`src/rtl/wdog_pkg.sv`:
```
package wdog_pkg;

    localparam int unsigned DATA_W = 32;

    localparam logic [DATA_W-1:0] ARM_W0  = 32'h0000_FF00;
    localparam logic [DATA_W-1:0] ARM_W1  = 32'h0000_00FF;
    localparam logic [DATA_W-1:0] HALT_W0 = 32'h0000_EE00;
    localparam logic [DATA_W-1:0] HALT_W1 = 32'h0000_00EE;

    localparam int unsigned FLAG_BIT = 3;

    typedef enum logic [1:0] {
        A_DEFCNT = 2'd0,
        A_CTRL   = 2'd1,
        A_PULSE  = 2'd2,
        A_STAT   = 2'd3
    } reg_addr_e;

    typedef enum logic [1:0] {
        PEND_NONE,
        PEND_ARM,
        PEND_HALT
    } pend_e;

    typedef enum logic [1:0] {
        WD_STOPPED,
        WD_RUNNING,
        WD_FIRING
    } wd_state_e;

    typedef struct packed {
        logic arm;
        logic halt;
    } seq_cmd_t;

    function automatic logic [DATA_W-1:0] stat_byte(input logic flag);
        logic [DATA_W-1:0] v;
        v = '0;
        v[FLAG_BIT] = flag;
        return v;
    endfunction

endpackage

```
`src/rtl/wdog_seq_det.sv`:
```
module wdog_seq_det
    import wdog_pkg::*;
(
    input  logic              clk,
    input  logic              rst,
    input  logic              ctrl_wr,
    input  logic [DATA_W-1:0] wdata,
    output seq_cmd_t          cmd
);

    pend_e pend_q, pend_d;

    always_comb begin
        cmd.arm  = ctrl_wr && (pend_q == PEND_ARM)  && (wdata == ARM_W1);
        cmd.halt = ctrl_wr && (pend_q == PEND_HALT) && (wdata == HALT_W1);

        pend_d = pend_q;
        if (ctrl_wr) begin
            if (wdata == ARM_W0)       pend_d = PEND_ARM;
            else if (wdata == HALT_W0) pend_d = PEND_HALT;
            else                       pend_d = PEND_NONE;
        end
    end

    always_ff @(posedge clk) begin
        if (rst) pend_q <= PEND_NONE;
        else     pend_q <= pend_d;
    end


    no_lone_arm_chk: assert property (@(posedge clk) disable iff (rst)
        (ctrl_wr && wdata == ARM_W1 && pend_q != PEND_ARM) |-> !cmd.arm);


    pend_cancel_chk: assert property (@(posedge clk) disable iff (rst)
        (ctrl_wr && wdata != ARM_W0 && wdata != HALT_W0) |=> pend_q == PEND_NONE);

endmodule

```
`src/rtl/wdog_counter.sv`:
```
module wdog_counter
    import wdog_pkg::*;
#(
    parameter int unsigned CNT_W       = 32,
    parameter int unsigned DEF_CNT_RST = 1000
) (
    input  logic             clk,
    input  logic             rst,
    input  logic             cnt_tick,
    input  seq_cmd_t         cmd,
    input  logic [CNT_W-1:0] def_cnt,
    input  logic             pulse_idle,
    output logic [CNT_W-1:0] cnt_o,
    output logic             expire_o,
    output wd_state_e        state_o
);

    wd_state_e        st_q, st_d;
    logic [CNT_W-1:0] cnt_q, cnt_d;

    always_comb begin
        st_d     = st_q;
        cnt_d    = cnt_q;
        expire_o = 1'b0;
        unique case (st_q)
            WD_STOPPED: begin
                if (cmd.halt) cnt_d = def_cnt;
                else if (cmd.arm) st_d = WD_RUNNING;
            end
            WD_RUNNING: begin
                if (cmd.halt) begin
                    st_d  = WD_STOPPED;
                    cnt_d = def_cnt;
                end else if (cnt_tick) begin
                    if (cnt_q <= CNT_W'(1)) begin
                        cnt_d    = '0;
                        st_d     = WD_FIRING;
                        expire_o = 1'b1;
                    end else begin
                        cnt_d = cnt_q - CNT_W'(1);
                    end
                end
            end
            WD_FIRING: begin
                if (pulse_idle) begin
                    st_d  = WD_STOPPED;
                    cnt_d = def_cnt;
                end
            end
            default: st_d = WD_STOPPED;
        endcase
    end

    always_ff @(posedge clk) begin
        if (rst) begin
            st_q  <= WD_STOPPED;
            cnt_q <= CNT_W'(DEF_CNT_RST);
        end else begin
            st_q  <= st_d;
            cnt_q <= cnt_d;
        end
    end

    assign cnt_o   = cnt_q;
    assign state_o = st_q;


    run_hold_chk: assert property (@(posedge clk) disable iff (rst)
        (st_q == WD_RUNNING && !cnt_tick && !cmd.halt) |=> $stable(cnt_q));


    halt_reload_chk: assert property (@(posedge clk) disable iff (rst)
        (st_q == WD_RUNNING && cmd.halt) |=> (st_q == WD_STOPPED && cnt_q == $past(def_cnt)));


    stop_hold_chk: assert property (@(posedge clk) disable iff (rst)
        (st_q == WD_STOPPED && !cmd.halt) |=> $stable(cnt_q));


    fire_ignore_chk: assert property (@(posedge clk) disable iff (rst)
        (st_q == WD_FIRING && !pulse_idle) |=> (st_q == WD_FIRING && cnt_q == '0));

endmodule

```
`src/rtl/wdog_rst_pulse.sv`:
```
module wdog_rst_pulse #(
    parameter int unsigned PULSE_W = 24
) (
    input  logic               clk,
    input  logic               rst,
    input  logic               fire,
    input  logic               ref_tick,
    input  logic [PULSE_W-1:0] pulse_len,
    output logic               rst_o,
    output logic               idle_o
);

    logic [PULSE_W-1:0] rem_q;

    always_ff @(posedge clk) begin
        if (rst)                                rem_q <= '0;
        else if (fire)                          rem_q <= pulse_len;
        else if (ref_tick && rem_q != '0)       rem_q <= rem_q - PULSE_W'(1);
    end

    assign rst_o  = (rem_q != '0);
    assign idle_o = (rem_q == '0);


    rem_hold_chk: assert property (@(posedge clk) disable iff (rst)
        (!ref_tick && !fire) |=> $stable(rem_q));


    rem_step_chk: assert property (@(posedge clk) disable iff (rst)
        (ref_tick && !fire && rem_q != '0) |=> rem_q == $past(rem_q) - PULSE_W'(1));

endmodule

```
`src/rtl/wdog_unlock_top.sv`:
```
module wdog_unlock_top
    import wdog_pkg::*;
#(
    parameter int unsigned CNT_W       = 32,
    parameter int unsigned PULSE_W     = 24,
    parameter int unsigned DEF_CNT_RST = 1000,
    parameter int unsigned PULSE_RST   = 50
) (
    input  logic              clk,
    input  logic              rst,
    input  logic              cnt_tick,
    input  logic              ref_tick,
    input  logic              reg_wr,
    input  logic [1:0]        reg_addr,
    input  logic [DATA_W-1:0] reg_wdata,
    output logic [DATA_W-1:0] reg_rdata,
    output logic              wdog_rst_o,
    output logic              wdog_irq_o
);

    reg_addr_e          addr;
    logic [CNT_W-1:0]   def_cnt_q;
    logic [PULSE_W-1:0] pulse_len_q;
    logic               flag_q;
    seq_cmd_t           cmd;
    logic [CNT_W-1:0]   live_cnt;
    logic               expire;
    logic               pulse_idle;
    wd_state_e          wd_state;
    logic               flag_clr;

    assign addr     = reg_addr_e'(reg_addr);
    assign flag_clr = reg_wr && (addr == A_STAT) && reg_wdata[FLAG_BIT];

    always_ff @(posedge clk) begin
        if (rst) begin
            def_cnt_q   <= CNT_W'(DEF_CNT_RST);
            pulse_len_q <= PULSE_W'(PULSE_RST);
            flag_q      <= 1'b0;
        end else begin
            if (reg_wr && addr == A_DEFCNT) def_cnt_q   <= reg_wdata[CNT_W-1:0];
            if (reg_wr && addr == A_PULSE)  pulse_len_q <= reg_wdata[PULSE_W-1:0];
            if (expire)        flag_q <= 1'b1;
            else if (flag_clr) flag_q <= 1'b0;
        end
    end

    wdog_seq_det u_seq (
        .clk     (clk),
        .rst     (rst),
        .ctrl_wr (reg_wr && addr == A_CTRL),
        .wdata   (reg_wdata),
        .cmd     (cmd)
    );

    wdog_counter #(
        .CNT_W       (CNT_W),
        .DEF_CNT_RST (DEF_CNT_RST)
    ) u_cnt (
        .clk        (clk),
        .rst        (rst),
        .cnt_tick   (cnt_tick),
        .cmd        (cmd),
        .def_cnt    (def_cnt_q),
        .pulse_idle (pulse_idle),
        .cnt_o      (live_cnt),
        .expire_o   (expire),
        .state_o    (wd_state)
    );

    wdog_rst_pulse #(
        .PULSE_W (PULSE_W)
    ) u_pulse (
        .clk       (clk),
        .rst       (rst),
        .fire      (expire),
        .ref_tick  (ref_tick),
        .pulse_len (pulse_len_q),
        .rst_o     (wdog_rst_o),
        .idle_o    (pulse_idle)
    );

    always_comb begin
        unique case (addr)
            A_DEFCNT: reg_rdata = DATA_W'(def_cnt_q);
            A_CTRL:   reg_rdata = DATA_W'(live_cnt);
            A_PULSE:  reg_rdata = DATA_W'(pulse_len_q);
            default:  reg_rdata = stat_byte(flag_q);
        endcase
    end

    assign wdog_irq_o = flag_q;


    flag_set_chk: assert property (@(posedge clk) disable iff (rst)
        expire |=> wdog_irq_o);


    flag_keep_chk: assert property (@(posedge clk) disable iff (rst)
        (wdog_irq_o && !flag_clr) |=> wdog_irq_o);


    back_to_stop_chk: assert property (@(posedge clk) disable iff (rst)
        (wd_state == WD_FIRING && pulse_idle) |=> (wd_state == WD_STOPPED && live_cnt == $past(def_cnt_q)));

endmodule

```
`config.mk`:
```
export PLATFORM = sky130hd
export DESIGN_NAME = wdog_unlock_top
export DESIGN_NICKNAME = d
export VERILOG_FILES = /design/src/rtl/wdog_pkg.sv /design/src/rtl/wdog_seq_det.sv /design/src/rtl/wdog_counter.sv /design/src/rtl/wdog_rst_pulse.sv /design/src/rtl/wdog_unlock_top.sv
export SDC_FILE = /design/constraint.sdc
export NUM_CORES = 1
export LEC_CHECK = 0
export ABC_AREA = 1
export BUFFER_PORTS_ARGS = -buffer_cell sky130_fd_sc_hd__buf_2
export CORE_UTILIZATION = 35
export CTS_CLUSTER_DIAMETER = 60
export CTS_CLUSTER_SIZE = 40
export DETAILED_ROUTE_END_ITERATION = 8
export GPL_TIMING_DRIVEN = 0
export PLACE_DENSITY = 0.55
export SETUP_SLACK_MARGIN = 0.5
export SLEW_MARGIN = 5
export SYNTH_ARGS = -nofsm -noshare
export SYNTH_HDL_FRONTEND = slang
export SYNTH_SLANG_ARGS = --single-unit
```
`constraint.sdc`:
```
create_clock -name clk -period 2 [get_ports clk]
set_clock_uncertainty 0.2 [all_clocks]
set_input_delay 0.1 -clock clk [delete_from_list [all_inputs] [get_ports clk]]
set_output_delay 0.1 -clock clk [all_outputs]
set_load 0.01 [all_outputs]
```
==> flow_summary.yaml <==
placed_design:
  dp.cells: 1542
  place.gp.congestion: 0.9150
  place_hpwl_mm: 20.31
  place_ws_ns: -0.3708
  portBuffers: 72
  placed_cell_area_sq_um: 8104
setup_path:
  path_delay_family: "simple AND/OR/NAND/NOR gates"
  crit_chain: "nor2_4 > nand2_2 > nor2_4 > buf_6 > buf_6 > nand2_4 > a21oi_4 > nand3_4 > buf_12 > buf_8 > nand2_4 > nand3_2 > nand2_2 > inv_1"
  path_max_fanout: 5
  arrival_ns: 2.30
  required_ns: 2.13
  rrSetupSlack_ns: -0.18
  worstRegToRegCells: 14
  critPathBufInv: 5
  reg2reg_from: "u_cnt.cnt_o[9]"
  max_stage_delay_ns: 0.36
  critPathKind: "reg2reg"
  critPathSlowestCell: "dfxtp_4"
  cp-end-kind: "flop"
  worstSetupStartpointType: "flop"
  r2r_end: "u_pulse.rem_q[15]"
die:
  core_area_sq_um: 20360
  num_io_pins: 73
  die_y_microns: 146.7
  dieArea_sq_um: 21520
  dieWidth_microns: 146.7
  rows: 52
  initial_utilization_pct: 35.99
power_and_ir_drop:
  irDropWorstVdd_mv: 0.5540
  p_per_area_nw_per_um2: 520.5
  report.power.total_mw: 5.893
  cellLeakagePower_nw: 5.611
status:
  outcome: "finished with violations"
  violations: "hold timing, setup timing"
job:
  maxCapViolCount: 0
global_routing:
  grt_pass1_wl_mm: 44.34
  grt_antenna_before_repair: 0
  grt_overflow: 0
  track_usage_pct: 26.84
  grt_max_degree: 17
  first_global_vias: 8134
finish:
  layout_commonest_cell: "nand2_1"
  layout_common_cells: "nand2_1, nor2_1, inv_1, o21ai_0, buf_2"
  drive_above_1_share_pct: 35.69
  fin_nets: 1458
  fin_cells: 1699
  fin_util_pct: 55.60
  areaGrowthSynthToFinish_pct: 54.49
  antenna-diode-count: 0
  final_cell_area_sq_um: 11320
routing:
  drc_errors: 0
  ant_nets: 0
  routed_via_density: 5.190
  vias: 8818
  dr.pass1.iters: 5
  drt-initial-drc-count: 674
  routedWlPerCell_microns: 17.21
  routed_wl_mm: 29.24
logic_synthesis:
  syn_area_sq_um: 7330
  synth.avg_cell_area_sq_um: 6.108
  synth-seq-cells: 117
  ys_warn_count: 0
  ys_seq_area_share_pct: 31.96
  syn_nets: 1242
  synth_cell_type_count: 37
  syn_inst: 1200
clocking:
  insertion_delay_ns: 0.43
  h-tree-depth: 4
  cts_buffer_depth: 2
  clkSinkCount: 117
  clockRootBuffer: "clkbuf_16"
  numCtsBuffers: 17
  cts_tree: "done"
  path_clk_slew_ns: 0.06
sta:
  final-setup-viol-count: 59
  final_max_slew_viol_count: 0
  finalHoldViolations: 2
  whs_ns: -0.01355
  slew_headroom_pct: 52.98
  rsz0062_at_grt: "yes"
  max_freq_ghz: 0.4592
  worstMarginPinSlew_ns: 0.7053
  min_period_ns: 2.178
  period_share_pct: 108.9
  setup_slack_ns: -0.1775
hold_path:
  hold_class: "in2reg"
  min_from: "reg_wdata[2]"
  hold_end: "def_cnt_q[2]"
  hold_path_depth: 4
-- layout make-up --
type,count,area (sq um)
inverters,133,539.3
multi-input cells,895,5303
plain buffers,56,437.9
clock inverters,11,77.57
flip-flops and latches,117,2467
clock buffers,21,480.5
repair buffers,196,1680
fillers,1893,9041
well taps,270,337.8
-- registers in the layout (all words and copies together) (netlist names) --
register       flops
wdog_irq_o         1
pulse_len_q       24
u_cnt.state_o      2
u_seq.pend_q       2
def_cnt_q         32
u_pulse.rem_q     24
u_cnt.cnt_o       32
-- power breakdown --
group | total (mW) | internal, mW | switching [mW]
clock network | 2.91 | 1.71 | 1.20
registers | 2.41 | 2.36 | 0.0516
logic | 0.571 | 0.218 | 0.353
-- how the worst max path moves through the flow --
| stage | end | depth (start not counted) | startpoint | slack [ns] |
|---|---|---|---|---|
| after global placement | u_cnt.cnt_o[27] | 13 | reg_wdata[22] | -0.36 |
| final | u_pulse.rem_q[15] | 14 | u_cnt.cnt_o[9] | -0.18 |
| after global routing | u_pulse.rem_q[15] | 14 | u_cnt.cnt_o[14] | -0.25 |
| after floorplan | u_pulse.rem_q[11] | 11 | u_cnt.cnt_o[13] | 0.15 |
| after CTS | wdog_rst_o | 7 | u_pulse.rem_q[0] | -0.14 |
| after detailed placement | u_cnt.cnt_o[22] | 13 | reg_wdata[22] | -0.37 |
-- synthesized netlist by cell type, drive strengths merged --
library cell  count  area, sq um
o2111ai           1        8.760
o221ai           20        175.2
nand3b            1        7.510
nor3              8        51.30
o31ai             1        7.510
dfxtp           117         2342
xor2             29        254.0
ha                3        37.54
nand2           310         1189
clkbuf           30        112.6
o21a              1        7.510
a21boi            1        11.26
or2               3        18.77
a21oi            46        230.2
nand3           124        645.6
o211ai           10        75.07
nor4              1        6.260
or3b              1        8.760
inv             133        499.2
xnor2             3        26.28
o21ai            84        420.4
nor2            232        923.4
buf              26        177.7
and2              2        12.51
nand4            13        81.33
-- stage by stage --
| stage | TNS, ns | hold slack [ns] |
|---|---|---|
| after global routing | -11.94 | 0.01294 |
| after detailed placement | -16.67 | 0.1814 |
| after global placement | -15.93 | 0.1688 |
| after floorplan | 0 | -0.03093 |
| final | -6.965 | -0.01355 |
| after CTS | -4.126 | -0.1895 |
-- logic make-up after synthesis --
kind of cell | Yosys count | share of synthesized area, %
xor gates and xnor gates | 32 | 3.824
buffers and inverters | 189 | 10.77
adders and majority gates | 3 | 0.5122
DFF | 117 | 31.96
AOI/OAI and AO/OA | 164 | 12.77
and+or+nand+nor | 695 | 40.17
-- tightest hold or removal path: stages --
cell and delay (ns):
buf_2 0.08, dlymetal6s4s_1 0.22, inv_2 0.06, a21oi_1 0.11
-- what timing repair did --
item | 4_1_cts | 5_1_grt
endpoints found under the hold margin | 61 | 3
endpoints found under the setup margin | 108 | 116
cloned | 7 | 4
buffers inserted | 57 | 19
hold buffers | 35 | 3
pin swaps | 56 | 61
resized for setup | 226 | 211
-- metal layers --
layer  routed length, microns  GRT usage, %
met5                      103         3.409
met4                      707         9.219
met3                     2101         4.845
met2                    12780         40.12
met1                    13550         38.17
Power figures use the tool's default switching activity.
